<file path="src/rtl/spipot_pkg.sv">
package spipot_pkg;

    localparam int VAL_W  = 6;
    localparam int BYTE_W = 8;
    localparam int SEL_W  = 2;
    localparam int NPOT   = 1 << SEL_W;
    localparam int NREG   = 1 << SEL_W;
    localparam int CNT_W  = $clog2(BYTE_W);
    localparam int KIND_W = 3;

    localparam logic [3:0]        DEV_TYPE    = 4'b0101;
    localparam logic [BYTE_W-1:0] STATUS_BYTE = 8'b0101_0001;

    typedef enum logic [3:0] {
        OP_RD_WCR   = 4'b1001,
        OP_WR_WCR   = 4'b1010,
        OP_RD_DR    = 4'b1011,
        OP_WR_DR    = 4'b1100,
        OP_DR2WCR   = 4'b1101,
        OP_WCR2DR   = 4'b1110,
        OP_GDR2WCR  = 4'b0001,
        OP_GWCR2DR  = 4'b1000,
        OP_STEP     = 4'b0010,
        OP_STAT     = 4'b0101
    } opcode_e;

    typedef struct packed {
        opcode_e          op;
        logic [SEL_W-1:0] rsel;
        logic [SEL_W-1:0] psel;
    } instr_t;

    typedef enum logic [KIND_W-1:0] {
        K_NONE     = 3'd0,
        K_WR_WCR   = 3'd1,
        K_WR_DR    = 3'd2,
        K_DR2WCR   = 3'd3,
        K_WCR2DR   = 3'd4,
        K_GDR2WCR  = 3'd5,
        K_GWCR2DR  = 3'd6
    } cmd_kind_e;

    typedef enum logic [2:0] {
        F_IDLE, F_ID, F_INSTR, F_DATA_IN, F_DATA_OUT, F_DONE, F_STEP, F_DROP
    } frame_st_e;

    function automatic cmd_kind_e kind_of(opcode_e op);
        case (op)
            OP_WR_WCR:  return K_WR_WCR;
            OP_WR_DR:   return K_WR_DR;
            OP_DR2WCR:  return K_DR2WCR;
            OP_WCR2DR:  return K_WCR2DR;
            OP_GDR2WCR: return K_GDR2WCR;
            OP_GWCR2DR: return K_GWCR2DR;
            default:    return K_NONE;
        endcase
    endfunction

    function automatic logic is_nv(cmd_kind_e k);
        return (k == K_WR_DR) || (k == K_WCR2DR) || (k == K_GWCR2DR);
    endfunction

    function automatic logic is_write(cmd_kind_e k);
        return (k == K_WR_DR) || (k == K_WR_WCR);
    endfunction

    function automatic frame_st_e decode_next(logic [BYTE_W-1:0] b);
        instr_t ins;
        ins = instr_t'(b);
        case (ins.op)
            OP_RD_WCR, OP_RD_DR:                        return F_DATA_OUT;
            OP_STAT:    return (b == STATUS_BYTE) ? F_DATA_OUT : F_DROP;
            OP_WR_WCR, OP_WR_DR:                        return F_DATA_IN;
            OP_DR2WCR, OP_WCR2DR, OP_GDR2WCR, OP_GWCR2DR: return F_DONE;
            OP_STEP:                                    return F_STEP;
            default:                                    return F_DROP;
        endcase
    endfunction

endpackage

</file>
<file path="src/rtl/spipot_edges.sv">
module spipot_edges
    import spipot_pkg::*;
(
    input  logic clk,
    input  logic rst,
    input  logic cs_n,
    input  logic sck,
    input  logic hold_n,
    output logic sck_rise,
    output logic sck_fall,
    output logic cs_fall,
    output logic paused
);
    logic sck_q, cs_q, paused_q;

    always_ff @(posedge clk) begin
        if (rst) begin
            sck_q    <= 1'b0;
            cs_q     <= 1'b0;   // treated as "was low": a fall needs a high first
            paused_q <= 1'b0;
        end else begin
            sck_q <= sck;
            cs_q  <= cs_n;
            if (cs_n)
                paused_q <= 1'b0;
            else if (!sck)
                paused_q <= !hold_n;  // pause state only moves while clock is low
        end
    end

    assign sck_rise = sck  & ~sck_q & ~paused_q & ~cs_n;
    assign sck_fall = ~sck & sck_q  & ~paused_q & ~cs_n;
    assign cs_fall  = ~cs_n & cs_q;
    assign paused   = paused_q;
endmodule

</file>
<file path="src/rtl/spipot_frame.sv">
module spipot_frame
    import spipot_pkg::*;
(
    input  logic              clk,
    input  logic              rst,
    input  logic              cs_n,
    input  logic              cs_fall,
    input  logic              sck_rise,
    input  logic              sdi,
    input  logic              wp_n,
    input  logic [SEL_W-1:0]  strap,
    output frame_st_e         st,
    output instr_t            instr_q,
    output logic              rd_go,
    output logic              cmd_valid,
    output cmd_kind_e         cmd_kind,
    output logic [SEL_W-1:0]  cmd_pot,
    output logic [SEL_W-1:0]  cmd_reg,
    output logic [VAL_W-1:0]  cmd_data,
    output logic              step_valid,
    output logic              step_up
);
    logic [BYTE_W-2:0] rxsr;
    logic [BYTE_W-1:0] rx_next;
    logic [CNT_W-1:0]  bitcnt;
    logic [VAL_W-1:0]  data_q;
    logic              byte_done, id_ok;
    cmd_kind_e         pend_kind;
    frame_st_e         instr_next;

    assign rx_next    = {rxsr, sdi};
    assign byte_done  = sck_rise && (bitcnt == CNT_W'(BYTE_W-1));
    assign id_ok      = (rx_next[7:4] == DEV_TYPE) && (rx_next[3:2] == 2'b00)
                        && (rx_next[SEL_W-1:0] == strap);
    assign pend_kind  = kind_of(instr_q.op);
    assign instr_next = decode_next(rx_next);

    always_ff @(posedge clk) begin
        if (rst) begin
            st         <= F_IDLE;
            bitcnt     <= '0;
            rxsr       <= '0;
            instr_q    <= '0;
            data_q     <= '0;
            rd_go      <= 1'b0;
            cmd_valid  <= 1'b0;
            cmd_kind   <= K_NONE;
            cmd_pot    <= '0;
            cmd_reg    <= '0;
            cmd_data   <= '0;
            step_valid <= 1'b0;
            step_up    <= 1'b0;
        end else begin
            rd_go      <= 1'b0;
            cmd_valid  <= 1'b0;
            step_valid <= 1'b0;
            if (cs_n) begin
                st     <= F_IDLE;
                bitcnt <= '0;
                if (st == F_DONE && !(is_nv(pend_kind) && !wp_n)) begin
                    cmd_valid <= 1'b1;
                    cmd_kind  <= pend_kind;
                    cmd_pot   <= instr_q.psel;
                    cmd_reg   <= instr_q.rsel;
                    cmd_data  <= is_write(pend_kind) ? data_q : '0;
                end
            end else if (cs_fall) begin
                st     <= F_ID;
                bitcnt <= '0;
            end else if (sck_rise) begin
                rxsr   <= rx_next[BYTE_W-2:0];
                bitcnt <= bitcnt + 1'b1;
                case (st)
                    F_ID:       if (byte_done) st <= id_ok ? F_INSTR : F_DROP;
                    F_INSTR:    if (byte_done) begin
                                    instr_q <= instr_t'(rx_next);
                                    st      <= instr_next;
                                    rd_go   <= (instr_next == F_DATA_OUT);
                                end
                    F_DATA_IN:  if (byte_done) begin
                                    data_q <= rx_next[VAL_W-1:0];
                                    st     <= F_DONE;
                                end
                    F_DATA_OUT: if (byte_done) st <= F_DROP;
                    F_DONE:     st <= F_DROP;   // surplus bit spoils the frame
                    F_STEP: begin
                        step_valid <= 1'b1;
                        step_up    <= sdi;
                    end
                    default: ;
                endcase
            end
        end
    end
endmodule

</file>
<file path="src/rtl/spipot_tx.sv">
module spipot_tx
    import spipot_pkg::*;
(
    input  logic                        clk,
    input  logic                        rst,
    input  logic                        rd_go,
    input  instr_t                      instr,
    input  logic [NPOT*VAL_W-1:0]       wcr_bus,
    input  logic [NPOT*NREG*VAL_W-1:0]  dr_bus,
    input  logic                        wip,
    input  logic                        sck_fall,
    input  logic                        out_phase,
    input  logic                        cs_n,
    input  logic                        paused,
    output logic                        sdo,
    output logic                        sdo_en
);
    logic [VAL_W-1:0]  wcr_arr [NPOT];
    logic [VAL_W-1:0]  dr_arr  [NPOT*NREG];
    logic [BYTE_W-1:0] load_byte, txsr;
    logic              sdo_q;

    for (genvar p = 0; p < NPOT; p++) begin : g_wcr
        assign wcr_arr[p] = wcr_bus[p*VAL_W +: VAL_W];
    end
    for (genvar i = 0; i < NPOT*NREG; i++) begin : g_dr
        assign dr_arr[i] = dr_bus[i*VAL_W +: VAL_W];
    end

    always_comb begin
        case (instr.op)
            OP_RD_WCR: load_byte = {{(BYTE_W-VAL_W){1'b0}}, wcr_arr[instr.psel]};
            OP_RD_DR:  load_byte = {{(BYTE_W-VAL_W){1'b0}}, dr_arr[{instr.psel, instr.rsel}]};
            default:   load_byte = {{(BYTE_W-1){1'b0}}, wip};
        endcase
    end

    always_ff @(posedge clk) begin
        if (rst) begin
            txsr  <= '0;
            sdo_q <= 1'b0;
        end else if (rd_go) begin
            txsr <= load_byte;
        end else if (sck_fall && out_phase) begin
            sdo_q <= txsr[BYTE_W-1];
            txsr  <= {txsr[BYTE_W-2:0], 1'b0};
        end
    end

    assign sdo_en = out_phase & ~paused & ~cs_n;
    assign sdo    = sdo_en & sdo_q;
endmodule

</file>
<file path="src/rtl/spipot_frontend.sv">
module spipot_frontend
    import spipot_pkg::*;
(
    input  logic                        clk,
    input  logic                        rst,
    input  logic                        cs_n,
    input  logic                        sck,
    input  logic                        sdi,
    input  logic                        hold_n,
    input  logic                        wp_n,
    input  logic [SEL_W-1:0]            strap,
    input  logic [NPOT*VAL_W-1:0]       wcr_bus,
    input  logic [NPOT*NREG*VAL_W-1:0]  dr_bus,
    input  logic                        wip,
    output logic                        sdo,
    output logic                        sdo_en,
    output logic                        cmd_valid,
    output logic [KIND_W-1:0]           cmd_kind,
    output logic [SEL_W-1:0]            cmd_pot,
    output logic [SEL_W-1:0]            cmd_reg,
    output logic [VAL_W-1:0]            cmd_data,
    output logic                        step_valid,
    output logic                        step_up,
    output logic [SEL_W-1:0]            step_pot
);
    logic      sck_rise, sck_fall, cs_fall, paused, rd_go;
    frame_st_e st;
    instr_t    instr_q;
    cmd_kind_e kind_e;

    spipot_edges u_edges (
        .clk(clk), .rst(rst), .cs_n(cs_n), .sck(sck), .hold_n(hold_n),
        .sck_rise(sck_rise), .sck_fall(sck_fall), .cs_fall(cs_fall), .paused(paused)
    );

    spipot_frame u_frame (
        .clk(clk), .rst(rst), .cs_n(cs_n), .cs_fall(cs_fall), .sck_rise(sck_rise),
        .sdi(sdi), .wp_n(wp_n), .strap(strap), .st(st), .instr_q(instr_q),
        .rd_go(rd_go), .cmd_valid(cmd_valid), .cmd_kind(kind_e), .cmd_pot(cmd_pot),
        .cmd_reg(cmd_reg), .cmd_data(cmd_data), .step_valid(step_valid), .step_up(step_up)
    );

    spipot_tx u_tx (
        .clk(clk), .rst(rst), .rd_go(rd_go), .instr(instr_q), .wcr_bus(wcr_bus),
        .dr_bus(dr_bus), .wip(wip), .sck_fall(sck_fall), .out_phase(st == F_DATA_OUT),
        .cs_n(cs_n), .paused(paused), .sdo(sdo), .sdo_en(sdo_en)
    );

    assign cmd_kind = kind_e;
    assign step_pot = instr_q.psel;
endmodule

</file>
<file path="config.mk">
export PLATFORM = sky130hd
export DESIGN_NAME = spipot_frontend
export DESIGN_NICKNAME = d
export VERILOG_FILES = /design/src/rtl/spipot_pkg.sv /design/src/rtl/spipot_edges.sv /design/src/rtl/spipot_frame.sv /design/src/rtl/spipot_tx.sv /design/src/rtl/spipot_frontend.sv
export SDC_FILE = /design/constraint.sdc
export NUM_CORES = 1
export LEC_CHECK = 0
export ABC_AREA = 1
export BUFFER_PORTS_ARGS = -buffer_cell sky130_fd_sc_hd__buf_2
export CORE_UTILIZATION = 45
export DETAILED_ROUTE_END_ITERATION = 8
export PLACE_DENSITY_LB_ADDON = 0.15
export SLEW_MARGIN = 20
export SYNTH_ARGS = -nofsm -noshare
export SYNTH_HDL_FRONTEND = slang
export SYNTH_SLANG_ARGS = --single-unit
</file>
<file path="constraint.sdc">
create_clock -name clk -period 1.35 [get_ports clk]
set_input_delay 0.0675 -clock clk [delete_from_list [all_inputs] [get_ports clk]]
set_output_delay 0.0675 -clock clk [all_outputs]
set_load 0.05 [all_outputs]
</file>
# After elaboration in Yosys (flattened, before gate mapping)
# Cells that the tools add are included.
totals:
  ff_bits: 56
  input_bits: 130
  out_inout_bits: 20
op_classes:
  addsub: 1
  magnitude_cmp: 2
  n_eq_ne: 40
  muxes: 23
  n_bitwise: 21
  n_reduce_logical: 33
op_table:
  columns: ["operator", "count"]
  rows:
  - ["4-bit == test (second input constant)", 14]
  - ["6-bit two-way mux", 5]
  - ["3-bit one-hot mux with 5 select lines", 2]
  - ["6-bit binary-select mux with 4-bit select", 1]
  - ["3-bit == test (second input constant)", 7]
  - ["3-bit one-hot mux with 6 select lines", 1]
  - ["8-bit two-way mux", 2]
  - ["3-bit two-way mux", 5]
  - ["6-bit binary-select mux with 2-bit select", 1]
  - ["6-bit one-hot mux with 2 select lines", 1]
  - ["6-bit AND reduction", 2]
  - ["1-bit AND", 10]
  - ["5-bit AND reduction", 2]
  - ["3-bit by 2-bit == test with 1-bit output (second input constant)", 3]
  - ["3-bit by 2-bit != test with 1-bit output (second input constant)", 3]
  - ["1-bit NOT", 9]
  - ["4-bit by 1-bit == test with 1-bit output (second input constant)", 2]
  - ["8-bit by 7-bit == test with 1-bit output (second input constant)", 1]
  - ["2-bit OR reduction", 4]
  - ["4-bit OR reduction", 2]
  - ["3-bit by 1-bit == test with 1-bit output (second input constant)", 2]
  - ["1-bit logical AND", 6]
  - ["2-bit by 1-bit != test with 1-bit output (second input constant)", 3]
  - ["6-bit nonzero test", 1]
  - ["22 further kinds", 31]

# Logic depth before layout (Yosys ltp)
# Gate-level depths: netlist of the first run.
depth:
  ltp_word: 9
  ltp_mapped: 13
  depth_no_buf: 11

# Modules after synthesis
# Synthesis of the first run repeated with hierarchy kept, for this count alone.
hier_totals:
  cells_unflattened: 691
  hier_area_um2: 3951.3
by_module_without_submodules:
  columns: ["mod", "n_inst", "cells_each", "area_each_um2", "seq_area_each_um2"]
  rows:
  - ["spipot_frame", 1, 264, 1959.4, 880.8]
  - ["spipot_tx", 1, 402, 1844.3, 180.2]
  - ["spipot_edges", 1, 22, 133.9, 60.1]
  - ["spipot_frontend", 1, 3, 13.8, 0.0]

# Worst setup path before layout of the first run
# No wires, ideal clock.
synth_path:
  path_type: "reg2out"
  start: "register u_frame.st[2]"
  end: "output sdo"
  t_arrival_ns: 2.047
  path_slack_ns: -0.765
  stages_incl_launch_ff: 5
  n_path_buf: 0
  cell_sequence: "dfxtp_1 > inv_1 > nor2_4 > nand2_2 > nor4_1"
synth_between:
  elab_chain_len: 4
synth_lines:
  columns: ["element", "line", "source"]
  rows:
  - ["start: declaration", "spipot_frame.sv:12", "output frame_st_e st,"]
  - ["start signal: assignment", "spipot_frame.sv:74", "F_ID: if (byte_done) st <= id_ok ? F_INSTR : F_DROP;"]
  - ["start signal: assignment", "spipot_frame.sv:77", "st <= instr_next;"]
  - ["3-bit == test", "spipot_frontend.sv:45", ".dr_bus(dr_bus), .wip(wip), .sck_fall(sck_fall), .out_phase(st == F_DATA_OUT),"]
  - ["1-bit AND (2 in a row)", "spipot_tx.sv:50", "assign sdo_en = out_phase & ~paused & ~cs_n;"]
  - ["1-bit AND", "spipot_tx.sv:51", "assign sdo = sdo_en & sdo_q;"]
  - ["end: declaration", "spipot_frontend.sv:15", "output logic sdo,"]
# No other way between the ends.

# Worst setup path in the final report of the first run
layout_path:
  start: "register u_frame.st[0]"
  end: "output sdo"
# The elaborated chain is that of the path after synthesis.

==> summary.txt, run 1 <==
Synth Area per Inst - 5.985 sq um
Die Y - 94.05 um
Global-route total usage across every layer - 0.2712
Run status - finished, violations left
Unrepaired setup endpoints after global routing - true
Pin count of the biggest net entering global routing - 31
Worst Setup Path Type - register to primary output
Number of buffers inserted during clock tree synthesis - 5
Max Buffers Root-to-Sink - 2
Power per cell area - 556.8 mW/mm^2
List of most frequent post-synthesis cells - sky130_fd_sc_hd__nand2_1 (185), sky130_fd_sc_hd__nor2_1 (84), sky130_fd_sc_hd__nand3_1 (69)
Type of element launching the critical path - register
Final setup violating endpoints - 22
Cell accounting for the most synthesized area - sky130_fd_sc_hd__dfxtp_1
Setup crit end kind - primary output
Static leakage power - 2.807 nW
Post-route DRC violation count - 0
Most common flop cell mapped by yosys - sky130_fd_sc_hd__dfxtp_1
Worst reg2reg path depth - 8
Count of H-tree levels built during CTS - 2
Num rows - 33
Share of synthesized area occupied by flip-flops and latches - 0.2941
P&R area growth vs syn - 54.22%
Number of nets still failing antenna checks after routing - 0
Floorplan core area - 0.008217 sq mm
Overall Power - 0.003274 W
Post-synthesis instance total - 637
Via count of the first global-routing pass - 4433
Final HPWL DP - 8.875 mm
Failing checks - negative setup slack
Antenna diode count - 0
Initial antenna violation count - 0
DR iter-0 viols - 227
Asr flop ratio synth - 0
Share of layout cells above drive strength 1 - 0.4170
Number of register bits inferred by synthesis - 56
Reg2Reg Launch Point - u_frame.st[0]
Biggest registers after layout - u_frame.instr_q x8, u_tx.txsr x8, u_frame.rxsr x7
Hold-critical path depth - 3
Post-layout nets - 968
Syn Std Cell Area - 0.003812 sq mm
Worst skew pair latency - 0.32 ns
Top achievable clock speed - 0.6527 GHz
Warnings, synthesis - 0
Synth area leaders - sky130_fd_sc_hd__dfxtp_1 (29%), sky130_fd_sc_hd__nand2_1 (18%), sky130_fd_sc_hd__nand3_1 (9.1%)
Post-Syn Nets - 769
RR Endpoint - u_frame.st[0]
Proportion of netlist area held by the largest area contributor - 0.2941
Register-to-Register Setup Slack - -0.18 ns
Mean number of vias per cell - 5.324
Die outline width - 94.05 um
Effective utilization at floorplan - 0.4640
Overflow after GRT - 0
Largest fanout of any net on the critical path - 5
GP Congestion - 0.8958
Startpoint of the lowest-slack hold path - sck
Die Footprint - 0.008844 sq mm
WL per Instance - 14.22 um
Top-Level Pins - 150
Worst Hold Class - input port to register
Count of port buffers added during placement - 149
TritonCTS clock tree - done
Worst VDD drop - 0.7278 mV
Total number of vias - 5015
Number of flops mapped to enable cells by yosys - 0
CTS Sinks - 56
Global-route wire length before repair - 19.05 mm
Setup Slack @ Placement - -0.1478 ns
Max Clock Skew - 0.01464 ns
Remaining max-slew budget at the tightest pin - 0.6801
Slack of the critical path - -0.1820 ns
Final slew viol count - 0
Required time of the critical path - 1.28 ns
Count of different cell masters after synthesis - 35
Iteration count of the initial detailed-routing pass - 6
Cell with the most instances after synthesis - sky130_fd_sc_hd__nand2_1
Actual transition at the worst max-transition pin - 0.4793 ns
Ratio of final minimum period to clock period - 1.135
Worst hold path endpoint - u_edges.sck_q
Arrival time reported for the critical path endpoint - 1.46 ns
Final count of hold timing violations - 0
Total routed wirelength - 13.39 mm
Clock edge transition at the registers on the reported setup and hold paths - 0.10 ns
Max-capacitance violation count - 0
Crit path time final - 1.532 ns
CTS root buf - sky130_fd_sc_hd__clkbuf_8
cells by family after synthesis:
kind of cell	Yosys count	synth area share
buf+inv	102	0.1218
simple gates	357	0.3981
fa+ha+maj	2	0.006563
flops	56	0.2941
xor+xnor	2	0.004596
compound gates	118	0.1749
stage by stage:
step	instances	TNS, ns	util	hold slack, ns	instance area [sq um]
global route	942	-4.256	0.7155	0.06607	5879
floorplan	637	-2.498	-	0.1701	3825
detailed placement	906	-1.761	0.6023	0.2600	4949
global placement	906	-0.3338	0.6023	0.2592	4949
CTS	928	-1.046	0.6613	0.02856	5434
finish	942	-2.025	0.7155	0.04707	5879
placed cells by master (no fill, tap or decap), drive strengths merged:
| cell type | count |
|---|---|
| clkinvlp | 2 |
| a21oi | 38 |
| a211oi | 8 |
| bufbuf | 2 |
| nand3 | 71 |
| o211ai | 4 |
| o211a | 1 |
| buf | 219 |
| nand4 | 4 |
| a41oi | 3 |
| o21ai | 60 |
| o22ai | 5 |
| ha | 2 |
| clkbuf | 6 |
| nor3 | 2 |
| nand2 | 188 |
| nor4 | 2 |
| dfxtp | 56 |
| nor2 | 91 |
| inv | 70 |
| dlygate4sd3 | 1 |
| xnor2 | 2 |
how the worst max path moves through the flow:
| stage | start | cells past startpoint | endpoint | slack [ns] |
|---|---|---|---|---|
| 4_1_cts | u_frame.st[2] | 6 | sdo | -0.15 |
| 2_1_floorplan | u_frame.st[2] | 8 | u_tx.txsr[3] | -0.32 |
| 6_report | u_frame.st[0] | 5 | sdo | -0.18 |
| 5_1_grt | u_frame.instr_q[2] | 12 | u_tx.txsr[4] | -0.29 |
| 3_3_place_gp | u_frame.instr_q[2] | 11 | u_tx.txsr[3] | -0.10 |
| 3_5_place_dp | u_frame.instr_q[2] | 11 | u_tx.txsr[3] | -0.15 |
what timing repair did:
item / CTS / global route
endpoints found under the hold margin: 1 / 0
pin swaps: 21 / 41
setup buffers: 4 / 14
gates cloned: 9 / 1
setup endpoints to repair: 38 / 50
hold buffers: 1 / 0
resized for setup: 56 / 110
power by group:
part	total, W	switching [W]	internal, W	leakage (nW)
combinational	0.000601	0.000307	0.000294	2.30
sequential	0.00169	0.0000244	0.00167	0.458
clock	0.000981	0.000602	0.000380	0.0452
cell type report:
type	count	area, sq um
repair inverters	1	7.507
multi-input cells	481	2623
inverters	68	272.8
well taps	105	131.4
clock inverters	3	25.02
fillers	683	2337
clock buffers	5	68.82
repair buffers	223	1609
flip-flops and latches	56	1142
metal layers:
layer / vias up / GRT usage / share of wire
met5: - / 0 / 0
met4: 0 / 0.1359 / 0.044
met3: 48 / 0.03155 / 0.060
met2: 222 / 0.5298 / 0.52
met1: 2281 / 0.2805 / 0.37
li1: 2464 / - / -
critical path: stages, from the launching register on:
cell                      delay, ns
sky130_fd_sc_hd__dfxtp_1       0.41
sky130_fd_sc_hd__inv_2         0.15
sky130_fd_sc_hd__nand2_4       0.08
sky130_fd_sc_hd__buf_4         0.14
sky130_fd_sc_hd__nor4_4        0.16
sky130_fd_sc_hd__buf_6         0.20
Power figures use the tool's default switching activity.
==> run 2, diff against run 1 <==
--- a/config.mk
+++ b/config.mk
@@ -9,7 +9,9 @@
 export BUFFER_PORTS_ARGS = -buffer_cell sky130_fd_sc_hd__buf_2
 export CORE_UTILIZATION = 45
 export DETAILED_ROUTE_END_ITERATION = 8
+export HOLD_SLACK_MARGIN = 0.15
 export PLACE_DENSITY_LB_ADDON = 0.15
+export SKIP_CTS_REPAIR_TIMING = 1
 export SLEW_MARGIN = 20
 export SYNTH_ARGS = -nofsm -noshare
 export SYNTH_HDL_FRONTEND = slang
==> run 2 against run 1 <==
Against the previous run: the run still ends with negative setup slack left; critical endpoint unchanged; via count decreased by 4.7%; critical path depth increased by 1; register-to-register slack improved by 0.08 ns.
==> summary.txt, run 2 (synthesis results as in run 1) <==
Final design utilization - 0.6688 (was 0.7155)
Ordered cell list for the critical path - inv_2, nor2_4, nand2_4, buf_4, nor4_4, buf_6 (was inv_2, nand2_4, buf_4, nor4_4, buf_6)
Total buffers and inverters traversed by the critical path - 3 (unchanged)
Highest-count cells in the layout ignoring fill and taps - sky130_fd_sc_hd__nand2_1 (177), sky130_fd_sc_hd__buf_2 (147), sky130_fd_sc_hd__nor2_1 (72), sky130_fd_sc_hd__nand3_1 (63), sky130_fd_sc_hd__inv_1 (53) (was sky130_fd_sc_hd__nand2_1 (171), sky130_fd_sc_hd__buf_2 (147), sky130_fd_sc_hd__nor2_1 (64), sky130_fd_sc_hd__inv_1 (51), sky130_fd_sc_hd__nand3_1 (48))
Global-route total usage across every layer - 0.2470 (was 0.2712)
Worst reg2reg path depth - 10 (was 8)
Die Y - 94.05 um (unchanged)
Worst skew pair latency - 0.32 ns (about the same)
GP Congestion - 0.8958 (unchanged)
Top-Level Pins - 150 (unchanged)
Pin count of the biggest net entering global routing - 50 (was 31)
Power per cell area - 587.0 mW/mm^2 (was 556.8 mW/mm^2)
Most frequent standard cell in the layout excluding fill and tap cells - sky130_fd_sc_hd__nand2_1 (unchanged)
Ratio of final minimum period to clock period - 1.113 (was 1.135)
Die outline width - 94.05 um (unchanged)
Via count of the first global-routing pass - 4133 (was 4433)
P&R area growth vs syn - 44.14% (was 54.22%)
Actual transition at the worst max-transition pin - 0.4326 ns (was 0.4793 ns)
Largest fanout of any net on the critical path - 3 (was 5)
WL per Instance - 13.05 um (was 14.22 um)
Total stage count of the critical path - 6 (was 5)
Effective utilization at floorplan - 0.4640 (unchanged)
Total number of vias - 4779 (was 5015)
Required time of the critical path - 1.28 ns (about the same)
Biggest registers after layout - u_frame.instr_q x8, u_tx.txsr x8, u_frame.rxsr x7 (unchanged)
Antenna diode count - 0 (unchanged)
Mean number of vias per cell - 5.122 (was 5.324)
Share of layout cells above drive strength 1 - 0.3647 (was 0.4170)
Crit path time final - 1.502 ns (was 1.532 ns)
Largest stage delay, worst path - 0.37 ns (was 0.41 ns)
Iteration count of the initial detailed-routing pass - 4 (was 6)
Num rows - 33 (unchanged)
Overflow after GRT - 0 (unchanged)
Max Clock Skew - 0.01261 ns (was 0.01464 ns)
Global-route wire length before repair - 17.55 mm (was 19.05 mm)
Max Buffers Root-to-Sink - 2 (unchanged)
Worst VDD drop - 0.7115 mV (was 0.7278 mV)
Total routed wirelength - 12.18 mm (was 13.39 mm)
Footprint of the flip-flops and latches - 0.001145 sq mm (was 0.001142 sq mm)
Cell family with most CP delay - buffers and inverters (unchanged)
Number of nets still failing antenna checks after routing - 0 (unchanged)
Final setup violating endpoints - 21 (was 22)
Die Footprint - 0.008844 sq mm (unchanged)
Max-capacitance violation count - 0 (unchanged)
Static leakage power - 2.664 nW (was 2.807 nW)
Arrival time reported for the critical path endpoint - 1.43 ns (was 1.46 ns)
Post-route DRC violation count - 0 (unchanged)
Final slew viol count - 0 (unchanged)
Floorplan core area - 0.008217 sq mm (unchanged)
CTS Sinks - 56 (unchanged)
Library cell contributing the largest single delay on the critical path - sky130_fd_sc_hd__dfxtp_2 (was sky130_fd_sc_hd__dfxtp_1)
Number of buffers inserted during clock tree synthesis - 5 (unchanged)
Count of port buffers added during placement - 149 (unchanged)
CTS root buf - sky130_fd_sc_hd__clkbuf_8 (unchanged)
Type of element launching the critical path - register (unchanged)
Count of H-tree levels built during CTS - 2 (unchanged)
Layout fillers - 766 (was 683)
Slack of the critical path - -0.1521 ns (was -0.1820 ns)
Clock edge transition at the registers on the reported setup and hold paths - 0.10 ns (about the same)
Hold-critical path depth - 5 (was 3)
Unrepaired setup endpoints after global routing - true (unchanged)
Worst Setup Path Type - register to primary output (unchanged)
Register-to-Register Setup Slack - -0.10 ns (was -0.18 ns)
DR iter-0 viols - 188 (was 227)
TritonCTS clock tree - done (unchanged)
Post-Route Hold Slack - 0.1191 ns (was 0.04707 ns)
Final count of hold timing violations - 0 (unchanged)
Worst Hold Class - input port to register (unchanged)
Post-layout nets - 959 (was 968)
Initial antenna violation count - 0 (unchanged)
Top achievable clock speed - 0.6658 GHz (was 0.6527 GHz)
Failing checks - negative setup slack (unchanged)
Multi-input logic area - 0.002421 sq mm (was 0.002623 sq mm)
Setup crit end kind - primary output (unchanged)
Run status - finished, violations left (unchanged)
Remaining max-slew budget at the tightest pin - 0.7113 (was 0.6801)
Final HPWL DP - 8.875 mm (unchanged)
[run 2: worst reg2reg max path, cell delays in order, from the launching register on]
cell,delay [ns]
sky130_fd_sc_hd__dfxtp_2,0.37
sky130_fd_sc_hd__inv_2,0.06
sky130_fd_sc_hd__nor2_4,0.12
sky130_fd_sc_hd__nand2_4,0.08
sky130_fd_sc_hd__nor3_4,0.19
sky130_fd_sc_hd__nand2_1,0.11
sky130_fd_sc_hd__nand2_2,0.13
sky130_fd_sc_hd__buf_4,0.13
sky130_fd_sc_hd__o22ai_1,0.05
sky130_fd_sc_hd__inv_1,0.05
sky130_fd_sc_hd__a21oi_1,0.05
[run 2: path summary, 6_finish.rpt]
check | startpoint | end
worst max-delay path | u_frame.st[2] | sdo
worst min-delay path | wip | u_tx.txsr[0]
worst max register to register | u_frame.st[2] | u_tx.txsr[3]
worst min register to register | u_frame.step_up | u_frame.step_up
[run 2: final cells by class]
cell class                      count  area share
Multi-Input combinational cell    481      0.4406
Timing Repair Buffer              214      0.2593
Sequential cell                    56      0.2083
Inverter                           68     0.04941
Tap cell                          105     0.02391
Clock buffer                        5     0.01252
Clock inverter                      3    0.004554
Timing Repair inverter              1    0.001366
[run 2: per-stage QoR]
step | setup TNS, ns | area [sq um] | total power (W) | worst slack, ns | cells
CTS | -2.989 | 5042 | 0.003193 | -0.2435 | 914
global placement | -0.3338 | 4949 | 0.002233 | -0.1027 | 906
detailed placement | -1.761 | 4949 | 0.002241 | -0.1478 | 906
finish | -1.197 | 5495 | 0.003226 | -0.1521 | 933
floorplan | -2.498 | 3825 | 0.001950 | -0.3226 | 637
global route | -4.117 | 5495 | 0.003363 | -0.2423 | 933
[run 2: power breakdown]
group | internal (W) | total, W | leakage [nW] | switching (W)
Sequential | 0.00167 | 0.00169 | 0.459 | 0.0000220
Combinational | 0.000284 | 0.000568 | 2.16 | 0.000284
Clock | 0.000380 | 0.000969 | 0.0452 | 0.000590
[run 2: per-layer routing]
| layer | part of all wire | vias to the layer above | wire (um) | GRT usage |
|---|---|---|---|---|
| met5 | 0 | - | 0 | 0 |
| met4 | 0.026 | 0 | 318 | 0.1026 |
| met3 | 0.045 | 21 | 551 | 0.02589 |
| met2 | 0.52 | 145 | 6351 | 0.4860 |
| met1 | 0.41 | 2176 | 4959 | 0.2626 |
| li1 | - | 2437 | - | - |
